<file path="src/rtl/pw_pkg.sv">
package pw_pkg;
    localparam int unsigned AW      = 32;
    localparam int unsigned OFF_W   = 12;
    localparam int unsigned IDX_W   = 10;
    localparam int unsigned LEVELS  = 2;

    localparam int unsigned BIT_P   = 0;
    localparam int unsigned BIT_RW  = 1;
    localparam int unsigned BIT_US  = 2;
    localparam int unsigned BIT_A   = 5;
    localparam int unsigned BIT_D   = 6;
    localparam int unsigned BIT_PS  = 7;

    typedef enum logic [2:0] {
        ST_IDLE,
        ST_RD_DIR,
        ST_CHK_DIR,
        ST_RD_TBL,
        ST_CHK_TBL,
        ST_WB,
        ST_DONE,
        ST_FAULT
    } walk_st_e;

    typedef struct packed {
        walk_st_e        st;
        logic [AW-1:0]   va;
        logic            wr;
        logic            usr;
        logic [AW-1:0]   base;
        logic [AW-1:0]   dir_ent;
        logic [AW-1:0]   tbl_ent;
        logic [AW-1:0]   wb_addr;
        logic [AW-1:0]   wb_data;
        logic            wb_last;
        logic [AW-1:0]   pa;
        logic            np;
    } walk_regs_t;
endpackage

</file>
<file path="src/rtl/pw_addr_calc.sv">
module pw_addr_calc #(
    parameter int unsigned AW    = pw_pkg::AW,
    parameter int unsigned OFF_W = pw_pkg::OFF_W,
    parameter int unsigned IDX_W = pw_pkg::IDX_W
) (
    input  logic [AW-1:0]       va,
    input  logic [AW-1:0]       base,
    input  logic [AW-OFF_W-1:0] dir_frame,
    input  logic [AW-OFF_W-1:0] tbl_frame,
    output logic [AW-1:0]       dir_addr,
    output logic [AW-1:0]       tbl_addr,
    output logic [AW-1:0]       pa_small,
    output logic [AW-1:0]       pa_large
);
    localparam int unsigned LARGE_W = OFF_W + IDX_W;
    localparam int unsigned PAD_W   = AW - IDX_W - 2;
    localparam int unsigned HI_W    = AW - LARGE_W;

    logic [IDX_W-1:0] top_idx;
    logic [IDX_W-1:0] mid_idx;

    always_comb begin
        top_idx  = va[AW-1 -: IDX_W];
        mid_idx  = va[OFF_W +: IDX_W];
        dir_addr = base + {{PAD_W{1'b0}}, top_idx, 2'b00};
        tbl_addr = {dir_frame, mid_idx, 2'b00};
        pa_small = {tbl_frame, va[OFF_W-1:0]};
        pa_large = {dir_frame[AW-OFF_W-1 -: HI_W], va[LARGE_W-1:0]};
    end
endmodule

</file>
<file path="src/rtl/pw_entry_check.sv">
module pw_entry_check #(
    parameter int unsigned AW = pw_pkg::AW
) (
    input  logic [AW-1:0] ent,
    input  logic          is_write,
    input  logic          is_user,
    input  logic          is_leaf,
    output logic          present,
    output logic          allowed,
    output logic [AW-1:0] upd,
    output logic          wb_need
);
    import pw_pkg::*;

    always_comb begin
        present = ent[BIT_P];
        allowed = !((is_user && !ent[BIT_US]) || (is_write && !ent[BIT_RW]));
        upd = ent;
        upd[BIT_A] = 1'b1;
        if (is_leaf && is_write) begin
            upd[BIT_D] = 1'b1;
        end
        wb_need = (upd != ent);
    end
endmodule

</file>
<file path="src/rtl/pt_walker.sv">
module pt_walker (
    input  logic        clk,
    input  logic        rst_n,
    input  logic        req_valid,
    output logic        req_ready,
    input  logic [31:0] req_vaddr,
    input  logic        req_write,
    input  logic        req_user,
    input  logic [31:0] dir_base,
    output logic        mem_req,
    output logic        mem_we,
    output logic [31:0] mem_addr,
    output logic [31:0] mem_wdata,
    input  logic        mem_ack,
    input  logic [31:0] mem_rdata,
    output logic        done_valid,
    output logic        done_fault,
    output logic [31:0] done_paddr,
    output logic [31:0] flt_vaddr,
    output logic        flt_not_present,
    output logic        flt_write,
    output logic        flt_user
);
    import pw_pkg::*;

    walk_regs_t q, d;

    logic [AW-1:0] dir_addr, tbl_addr, pa_small, pa_large;

    logic [LEVELS-1:0] lvl_present, lvl_allowed, lvl_wb, lvl_leaf;
    logic [AW-1:0]     lvl_ent [LEVELS];
    logic [AW-1:0]     lvl_upd [LEVELS];

    pw_addr_calc #(.AW(AW), .OFF_W(OFF_W), .IDX_W(IDX_W)) u_addr (
        .va        (q.va),
        .base      (q.base),
        .dir_frame (q.dir_ent[AW-1:OFF_W]),
        .tbl_frame (q.tbl_ent[AW-1:OFF_W]),
        .dir_addr  (dir_addr),
        .tbl_addr  (tbl_addr),
        .pa_small  (pa_small),
        .pa_large  (pa_large)
    );

    always_comb begin
        lvl_ent[0]  = q.dir_ent;
        lvl_ent[1]  = q.tbl_ent;
        lvl_leaf[0] = q.dir_ent[BIT_PS];
        lvl_leaf[1] = 1'b1;
    end

    for (genvar g = 0; g < LEVELS; g++) begin : g_lvl
        pw_entry_check #(.AW(AW)) u_chk (
            .ent      (lvl_ent[g]),
            .is_write (q.wr),
            .is_user  (q.usr),
            .is_leaf  (lvl_leaf[g]),
            .present  (lvl_present[g]),
            .allowed  (lvl_allowed[g]),
            .upd      (lvl_upd[g]),
            .wb_need  (lvl_wb[g])
        );
    end

    always_comb begin
        d = q;
        unique case (q.st)
            ST_IDLE: begin
                if (req_valid) begin
                    d.st   = ST_RD_DIR;
                    d.va   = req_vaddr;
                    d.wr   = req_write;
                    d.usr  = req_user;
                    d.base = dir_base;
                    d.np   = 1'b0;
                end
            end
            ST_RD_DIR: begin
                if (mem_ack) begin
                    d.dir_ent = mem_rdata;
                    d.st      = ST_CHK_DIR;
                end
            end
            ST_CHK_DIR: begin
                if (!lvl_present[0]) begin
                    d.np = 1'b1;
                    d.st = ST_FAULT;
                end else if (!lvl_allowed[0]) begin
                    d.np = 1'b0;
                    d.st = ST_FAULT;
                end else begin
                    d.pa      = pa_large;
                    d.wb_addr = dir_addr;
                    d.wb_data = lvl_upd[0];
                    d.wb_last = lvl_leaf[0];
                    if (lvl_wb[0]) begin
                        d.st = ST_WB;
                    end else if (lvl_leaf[0]) begin
                        d.st = ST_DONE;
                    end else begin
                        d.st = ST_RD_TBL;
                    end
                end
            end
            ST_RD_TBL: begin
                if (mem_ack) begin
                    d.tbl_ent = mem_rdata;
                    d.st      = ST_CHK_TBL;
                end
            end
            ST_CHK_TBL: begin
                if (!lvl_present[1]) begin
                    d.np = 1'b1;
                    d.st = ST_FAULT;
                end else if (!lvl_allowed[1]) begin
                    d.np = 1'b0;
                    d.st = ST_FAULT;
                end else begin
                    d.pa      = pa_small;
                    d.wb_addr = tbl_addr;
                    d.wb_data = lvl_upd[1];
                    d.wb_last = 1'b1;
                    d.st      = lvl_wb[1] ? ST_WB : ST_DONE;
                end
            end
            ST_WB: begin
                if (mem_ack) begin
                    d.st = q.wb_last ? ST_DONE : ST_RD_TBL;
                end
            end
            ST_DONE:  d.st = ST_IDLE;
            ST_FAULT: d.st = ST_IDLE;
            default:  d.st = ST_IDLE;
        endcase
    end

    always_ff @(posedge clk) begin
        if (!rst_n) begin
            q    <= '0;
            q.st <= ST_IDLE;
        end else begin
            q <= d;
        end
    end

    always_comb begin
        req_ready = (q.st == ST_IDLE);
        mem_req   = (q.st == ST_RD_DIR) || (q.st == ST_RD_TBL) || (q.st == ST_WB);
        mem_we    = (q.st == ST_WB);
        unique case (q.st)
            ST_RD_DIR: mem_addr = dir_addr;
            ST_RD_TBL: mem_addr = tbl_addr;
            ST_WB:     mem_addr = q.wb_addr;
            default:   mem_addr = '0;
        endcase
        mem_wdata       = (q.st == ST_WB) ? q.wb_data : '0;
        done_valid      = (q.st == ST_DONE) || (q.st == ST_FAULT);
        done_fault      = (q.st == ST_FAULT);
        done_paddr      = (q.st == ST_DONE) ? q.pa : '0;
        flt_vaddr       = q.va;
        flt_not_present = q.np;
        flt_write       = q.wr;
        flt_user        = q.usr;
    end
endmodule

</file>
<file path="config.mk">
export PLATFORM = sky130hd
export DESIGN_NAME = pt_walker
export DESIGN_NICKNAME = d
export VERILOG_FILES = /design/src/rtl/pw_pkg.sv /design/src/rtl/pw_addr_calc.sv /design/src/rtl/pw_entry_check.sv /design/src/rtl/pt_walker.sv
export SDC_FILE = /design/constraint.sdc
export NUM_CORES = 1
export LEC_CHECK = 0
export BUFFER_PORTS_ARGS = -buffer_cell sky130_fd_sc_hd__buf_2
export CAP_MARGIN = 10
export CORE_ASPECT_RATIO = 1.4
export CORE_MARGIN = 1.5
export CORE_UTILIZATION = 55
export CTS_CLUSTER_DIAMETER = 40
export DETAILED_ROUTE_END_ITERATION = 8
export PLACE_DENSITY = 0.81
export SLEW_MARGIN = 10
export SYNTH_ARGS = -nofsm -noshare
export SYNTH_HDL_FRONTEND = slang
export SYNTH_SLANG_ARGS = --single-unit
</file>
<file path="constraint.sdc">
create_clock -name clk -period 2.7 [get_ports clk]
set_clock_uncertainty 0.2 [all_clocks]
set_input_delay 0.27 -clock clk [delete_from_list [all_inputs] [get_ports clk]]
set_output_delay 0.27 -clock clk [all_outputs]
set_load 0.02 [all_outputs]
</file>
==> results of run 1 <==
==> Yosys cell counts (17+ instances only) <==
library cell	count	area share, %
o21ai_0	26	1.2
dfxtp_1	220	42
a311oi_1	22	1.8
buf_2	29	1.4
o22ai_1	17	1.0
nor2_1	69	2.4
and3_1	100	5.9
clkbuf_1	81	2.9
a21oi_1	186	8.8
a22oi_1	19	1.3
nor3_1	29	1.4
a211oi_1	26	1.8
buf_4	34	2.4
nand2_1	368	13
==> worst max-delay path by stage <==
stage                  startpoint           end  slack, ps  cells after the start
global route        flt_vaddr[22]  mem_addr[28]       -870                     10
global placement    flt_vaddr[22]  mem_addr[12]       -220                      9
finish              flt_vaddr[22]  mem_addr[24]       -780                     10
floorplan           flt_vaddr[22]  mem_addr[24]        -40                      8
detailed placement  flt_vaddr[22]  mem_addr[12]       -270                      9
CTS                 flt_vaddr[22]  mem_addr[12]       -720                      9
==> per-stage QoR <==
stage | TNS (ps) | worst slack, ps | utilization, %
final | -16370 | -781 | 80.3
after global routing | -18010 | -874 | 80.3
after CTS | -14350 | -716 | 78.9
after detailed placement | -3080 | -265 | 64.5
after global placement | -1530 | -223 | 64.5
after floorplan | -38.8 | -38.8 | -
==> power by group <==
group	total, mW	switching, mW	leakage (nW)	internal, mW
logic	1.90	1.12	4.24	0.778
clock network	3.51	1.47	0.419	2.05
registers	3.60	0.195	1.79	3.40
total	9.01	2.78	6.45	6.23
==> worst register-to-register path, delay by kind of cell, from the launching register on <==
kind,cells,cell delay [ps]
flops,1,340
xor+xnor,1,140
buf+inv,4,570
fa+ha+maj,2,510
compound gates,4,980
simple gates,1,60
==> repair_timing <==
item,4_1_cts,5_1_grt
setup buffers,39,10
resized for setup,115,56
endpoints found under the hold margin,134,0
hold buffers,103,0
gates cloned,0,1
pin swaps,43,32
setup endpoints to repair,31,43
==> cell usage in the layout (no fill, tap or decap), types with 26 or more instances in the layout <==
master and n:
a211oi_1 26, a21oi_1 182, and3_1 97, buf_2 209, buf_4 100, buf_6 36
clkbuf_16 26, dfxtp_1 210, dlygate4sd3_1 103, nand2_1 362, nor2_1 65, nor3_1 26
==> logic make-up (layout without fill, tap and decap cells) <==
kind of cell	Yosys count	in the layout	share of synthesized area [%]
multiplexers	6	6	0.567
adder cells (fa/ha/maj)	11	11	1.37
AO/OA/AOI/OAI	354	355	20.5
AND/OR/NAND/NOR	622	622	26.3
XOR/XNOR	27	27	2.23
buffers and inverters	162	512	7.36
flip-flops	220	220	41.6
==> state kept, by name, summed over array words and instances (netlist names) <==
signal / cells
flt_not_present: 1
flt_user: 1
q: 121
flt_vaddr: 32
flt_write: 1
lvl_ent: 64
==> per-layer routing <==
metal / wire, µm / vias to the layer above / global-route usage (%)
met2: 19800 / 702 / 63.4
met4: 2360 / 0 / 20.6
met3: 3070 / 179 / 5.42
met5: 0 / - / 0
li1: - / 5500 / -
met1: 14300 / 5782 / 43.4
==> final cells by class <==
cell class / instances / area (µm²)
Sequential cell: 220 / 4420
Timing Repair Buffer: 456 / 3390
Clock inverter: 16 / 185
Clock buffer: 30 / 686
Fill cell: 1202 / 3690
Tap cell: 244 / 305
Inverter: 10 / 46.3
Multi-Input combinational cell: 1021 / 6020
==> results.json, run 1 <==
{
  "outcome": "finished, violations left",
  "final-instance-count-excl-fill": 1997,
  "setup_slack_ps": -781,
  "vias": 12200,
  "cts_buffer_depth": 3,
  "hpwl_mm": 22.4,
  "required_ps": 2230,
  "cts_root_buf": "clkbuf_16",
  "tritoncts": "done",
  "start_kind": "flip-flop",
  "drc": 0,
  "via_per_inst": 6.09,
  "grt-ovfl-total": 0,
  "ioPinCount": 238,
  "path_buf_inv": 2,
  "synthCells": 1402,
  "holdWs_ps": 252,
  "grt_pass1_vias": 11600,
  "io_buffers": 237,
  "finalPower_mw": 9.01,
  "timing.final.crit_period_ps": 3480,
  "grt_usage_pct": 36.7,
  "rows": 59,
  "cp-end-kind": "primary output",
  "antenna_found_initial": 0,
  "fp.dieH_um": 167,
  "globalplace.congestion": 0.931,
  "cts_made_buffers": 26,
  "synthesis.nets": 1515,
  "diodes": 0,
  "area_growth_syn_to_layout_pct": 42.3,
  "reg2reg_from": "flt_vaddr[22]",
  "worst_r2r_endpoint": "q[90]",
  "syn_area_per_cell_um2": 7.55,
  "dp.cells": 1811,
  "dr.pass1.iters": 5,
  "cp_max_fo": 4,
  "crit_chain": "ha_4 -> fa_2 -> a21o_1 -> a221o_1 -> o211ai_1 -> buf_4 -> nor3_4 -> xnor2_2 -> o21ai_1 -> buf_4",
  "core_mm2": 0.0188,
  "worstHoldPathCells": 2,
  "fmax_mhz": 287,
  "drtIter0Drc": 1512,
  "fp.dieW_um": 120,
  "netlist-cell-type-count": 63,
  "cpPeakStageDelay_ps": 410,
  "routedWlPerCell_um": 19.8,
  "clkSlewWorstSetupHoldPaths_ps": 60,
  "timing.critical_path.mode_cell": "buf_4",
  "powerDensity_mw_per_mm2": 598,
  "min_to": "lvl_ent[19]",
  "nets": 1848,
  "grt_max_degree": 98,
  "worstSkewPairLatency_ps": 540,
  "finalSetupViolations": 34,
  "hold_viol_final": 0,
  "violations": "setup timing",
  "synth_edf_count": 0,
  "maxSlewViolCount": 0,
  "ys.warnings.count": 0,
  "cp_slowest_cell": "a221o_1",
  "htreeDepth": 1,
  "fin_area_mm2": 0.0151,
  "post-route-period-util_pct": 129,
  "synth.ff_latch_count": 220,
  "fp.dieArea_mm2": 0.0201,
  "cts_sinks": 220,
  "cap_violations": 0,
  "async_flop_share_pct": 0,
  "cp.arrival_ps": 3010,
  "seq_area_frac_synth_pct": 41.6,
  "power.leakage_nw": 6.45,
  "peakVddDrop_mv": 0.564,
  "slew_headroom_pct": 44.7,
  "grt_first_pass_wirelength_mm": 59.6,
  "drt-total-wl_mm": 39.6,
  "synthFlopType": "dfxtp_1",
  "synth_area_mm2": 0.0106,
  "min_from": "lvl_ent[19]",
  "drive_above_1_share_pct": 28.7,
  "tightest_slew_ps": 828,
  "worst_path_dominant_cell_family": "compound AO/OA/AOI/OAI gates",
  "reg2reg_depth": 12,
  "worstSetupPathType": "flip-flop to primary output",
  "post_dp_cell_area_mm2": 0.0121,
  "hold_class": "flip-flop to flip-flop",
  "start_util_pct": 56.4,
  "drtAntennaViolNets": 0,
  "r2r_slack_ps": -190,
  "rsz0062_at_grt": "true"
}
(Power assumes the default switching activity.)
==> run 2, diff against run 1 <==
PLACE_DENSITY = 0.87   (was 0.81)
==> run 2 against run 1 <==
Against the previous run: the flow still finishes with violations (setup timing); sequential share of layout area grew 0.41 points; power shrank 1.9%; non-clock buffer count shrank 12; first-iteration DRC count grew 25%; setup slack lost 130 ps; die area is the same; cell area shrank 1.3%; cell count shrank 0.70%; count of clock-buffer cells in the layout grew 1; global-route usage shrank 0.12 points; combinational power shrank 5%; routed wire length grew 6.9%; critical endpoint is now mem_addr[18]; largest cell class unchanged; largest power group unchanged.
==> results.json, run 2 (synthesized netlist as in run 1, its figures left out) <==
{
  "outcome": "finished, violations left",
  "violations": "setup timing",
  "io_buffers": 237,
  "swShare_pct": 31.6,
  "regMostFlops": "q",
  "clkPwrFrac_pct": 38.6,
  "slew_headroom_pct": 40.8,
  "fp.dieW_um": 120,
  "fmax_mhz": 277,
  "crit_path_end": "mem_addr[18]",
  "core_mm2": 0.0188,
  "globalplace.congestion": 0.912,
  "pre_cts_slack_ps": -228,
  "peakVddDrop_mv": 0.445,
  "rows": 59,
  "grt-ovfl-total": 0,
  "ioPinCount": 238,
  "dp.cells": 1806,
  "dr.pass1.iters": 6,
  "drtIter0Drc": 1897,
  "power.leakage_nw": 6.36,
  "nets": 1833,
  "htreeDepth": 1,
  "timing.final.crit_period_ps": 3610,
  "clkSlewWorstSetupHoldPaths_ps": 60,
  "finalPower_mw": 8.84,
  "fp.dieH_um": 167,
  "comb_power_share_pct": 20.5,
  "cts_sinks": 220,
  "grt_pass1_vias": 11600,
  "drc": 0,
  "grt_first_pass_wirelength_mm": 59.6,
  "routedWlPerCell_um": 21.3,
  "drt-total-wl_mm": 42.3,
  "hpwl_mm": 22.3,
  "via_per_inst": 6.37,
  "cts_made_buffers": 24,
  "maxSlewViolCount": 0,
  "cp-end-kind": "primary output",
  "grt_usage_pct": 36.6,
  "final-instance-count-excl-fill": 1983,
  "grt_max_degree": 106,
  "tritoncts": "done",
  "drtAntennaViolNets": 0,
  "rsz0062_at_grt": "true",
  "worst_r2r_endpoint": "q[92]",
  "vias": 12600,
  "final_common_cell": "nand2_1",
  "setup_slack_ps": -915,
  "reg2reg_depth": 13,
  "hold_viol_final": 0,
  "p_int_mw": 6.05,
  "start_util_pct": 56.4,
  "hold_class": "flip-flop to flip-flop",
  "drive_above_1_share_pct": 28.0,
  "required_ps": 2230,
  "reg2reg_from": "flt_vaddr[22]",
  "fp.dieArea_mm2": 0.0201,
  "power_switching_mw": 2.80,
  "seq_power_share_pct": 40.9,
  "cts_root_buf": "clkbuf_16",
  "finalSetupViolations": 38,
  "largest_register_ffs": 121,
  "r2r_slack_ps": -590,
  "finalSetupTns_ps": -18710,
  "worstSkewPairLatency_ps": 530,
  "cp.arrival_ps": 3140,
  "utilization_pct": 79.2,
  "start_kind": "flip-flop",
  "cts_buffer_depth": 3,
  "worstSetupPathType": "flip-flop to primary output",
  "post-route-period-util_pct": 134,
  "area_growth_syn_to_layout_pct": 40.3,
  "cap_violations": 0,
  "powerDensity_mw_per_mm2": 595,
  "antenna_found_initial": 1,
  "mostFrequentLayoutCells": "nand2_1 (362), buf_2 (212), dfxtp_1 (207), a21oi_1 (183), buf_4 (102)",
  "cp_max_fo": 4,
  "tightest_slew_ps": 887,
  "crit_path_start": "flt_vaddr[22]"
}
## run 2: layer usage
| metal | vias up | global-route usage (%) | wire [µm] |
|---|---|---|---|
| li1 | 5459 | - | - |
| met1 | 5797 | 43.3 | 14500 |
| met2 | 1078 | 61.9 | 20000 |
| met3 | 289 | 6.91 | 4650 |
| met4 | 0 | 20.9 | 3110 |
| met5 | - | 0 | 0 |
## run 2: timing repair
action                                  in CTS  in global routing
resized for setup                           87                 63
pin swaps                                   50                 28
hold buffers                               101                  0
gates cloned                                 0                  0
hold endpoints to repair                   135                  0
endpoints found under the setup margin      28                 47
setup buffers                               20                 20
## run 2: critical path, stage by stage (launching register included)
cell     delay, ps
dfxtp_2        340
ha_4           160
fa_2           340
a21o_1         190
a221o_1        400
o211a_4        300
nand4_1        180
xor2_2         150
o21ai_2        330
buf_2          240
## run 2: through the flow
stage | cell area [µm²] | hold slack (ps)
after floorplan | 10600 | 206
after global placement | 12000 | 237
after detailed placement | 12000 | 242
after CTS | 14400 | 251
after global routing | 14900 | 264
final | 14900 | 250
## run 2: how the worst min path moves through the flow
stage	slack (ps)	cells past startpoint	endpoint	startpoint
2_1_floorplan	210	2	lvl_ent[12]	mem_rdata[12]
3_3_place_gp	240	2	lvl_ent[17]	lvl_ent[17]
3_5_place_dp	240	2	q[5]	q[5]
4_1_cts	250	2	q[5]	q[5]
5_1_grt	260	2	lvl_ent[40]	lvl_ent[40]
6_report	250	2	q[11]	q[11]
## run 2: cell type report
cell class                 count  area (µm²)
sequential                   220        4430
clock buffer                  31         688
clock inverter                13         135
fill                        1101        3900
multi-input combinational   1020        6030
tap                          244         305
inverter                      10        42.5
timing repair buffer         444        3230
antenna                        1        2.50
## run 2: power groups by stage
stage / sequential [mW] / combinational (mW) / clock (mW)
3_5_place_dp: 3.64 / 1.40 / 0
2_1_floorplan: 3.58 / 0.950 / 0
6_report: 3.62 / 1.81 / 3.41
5_1_grt: 3.63 / 1.89 / 3.54
3_3_place_gp: 3.63 / 1.37 / 0
4_1_cts: 3.59 / 1.62 / 3.36
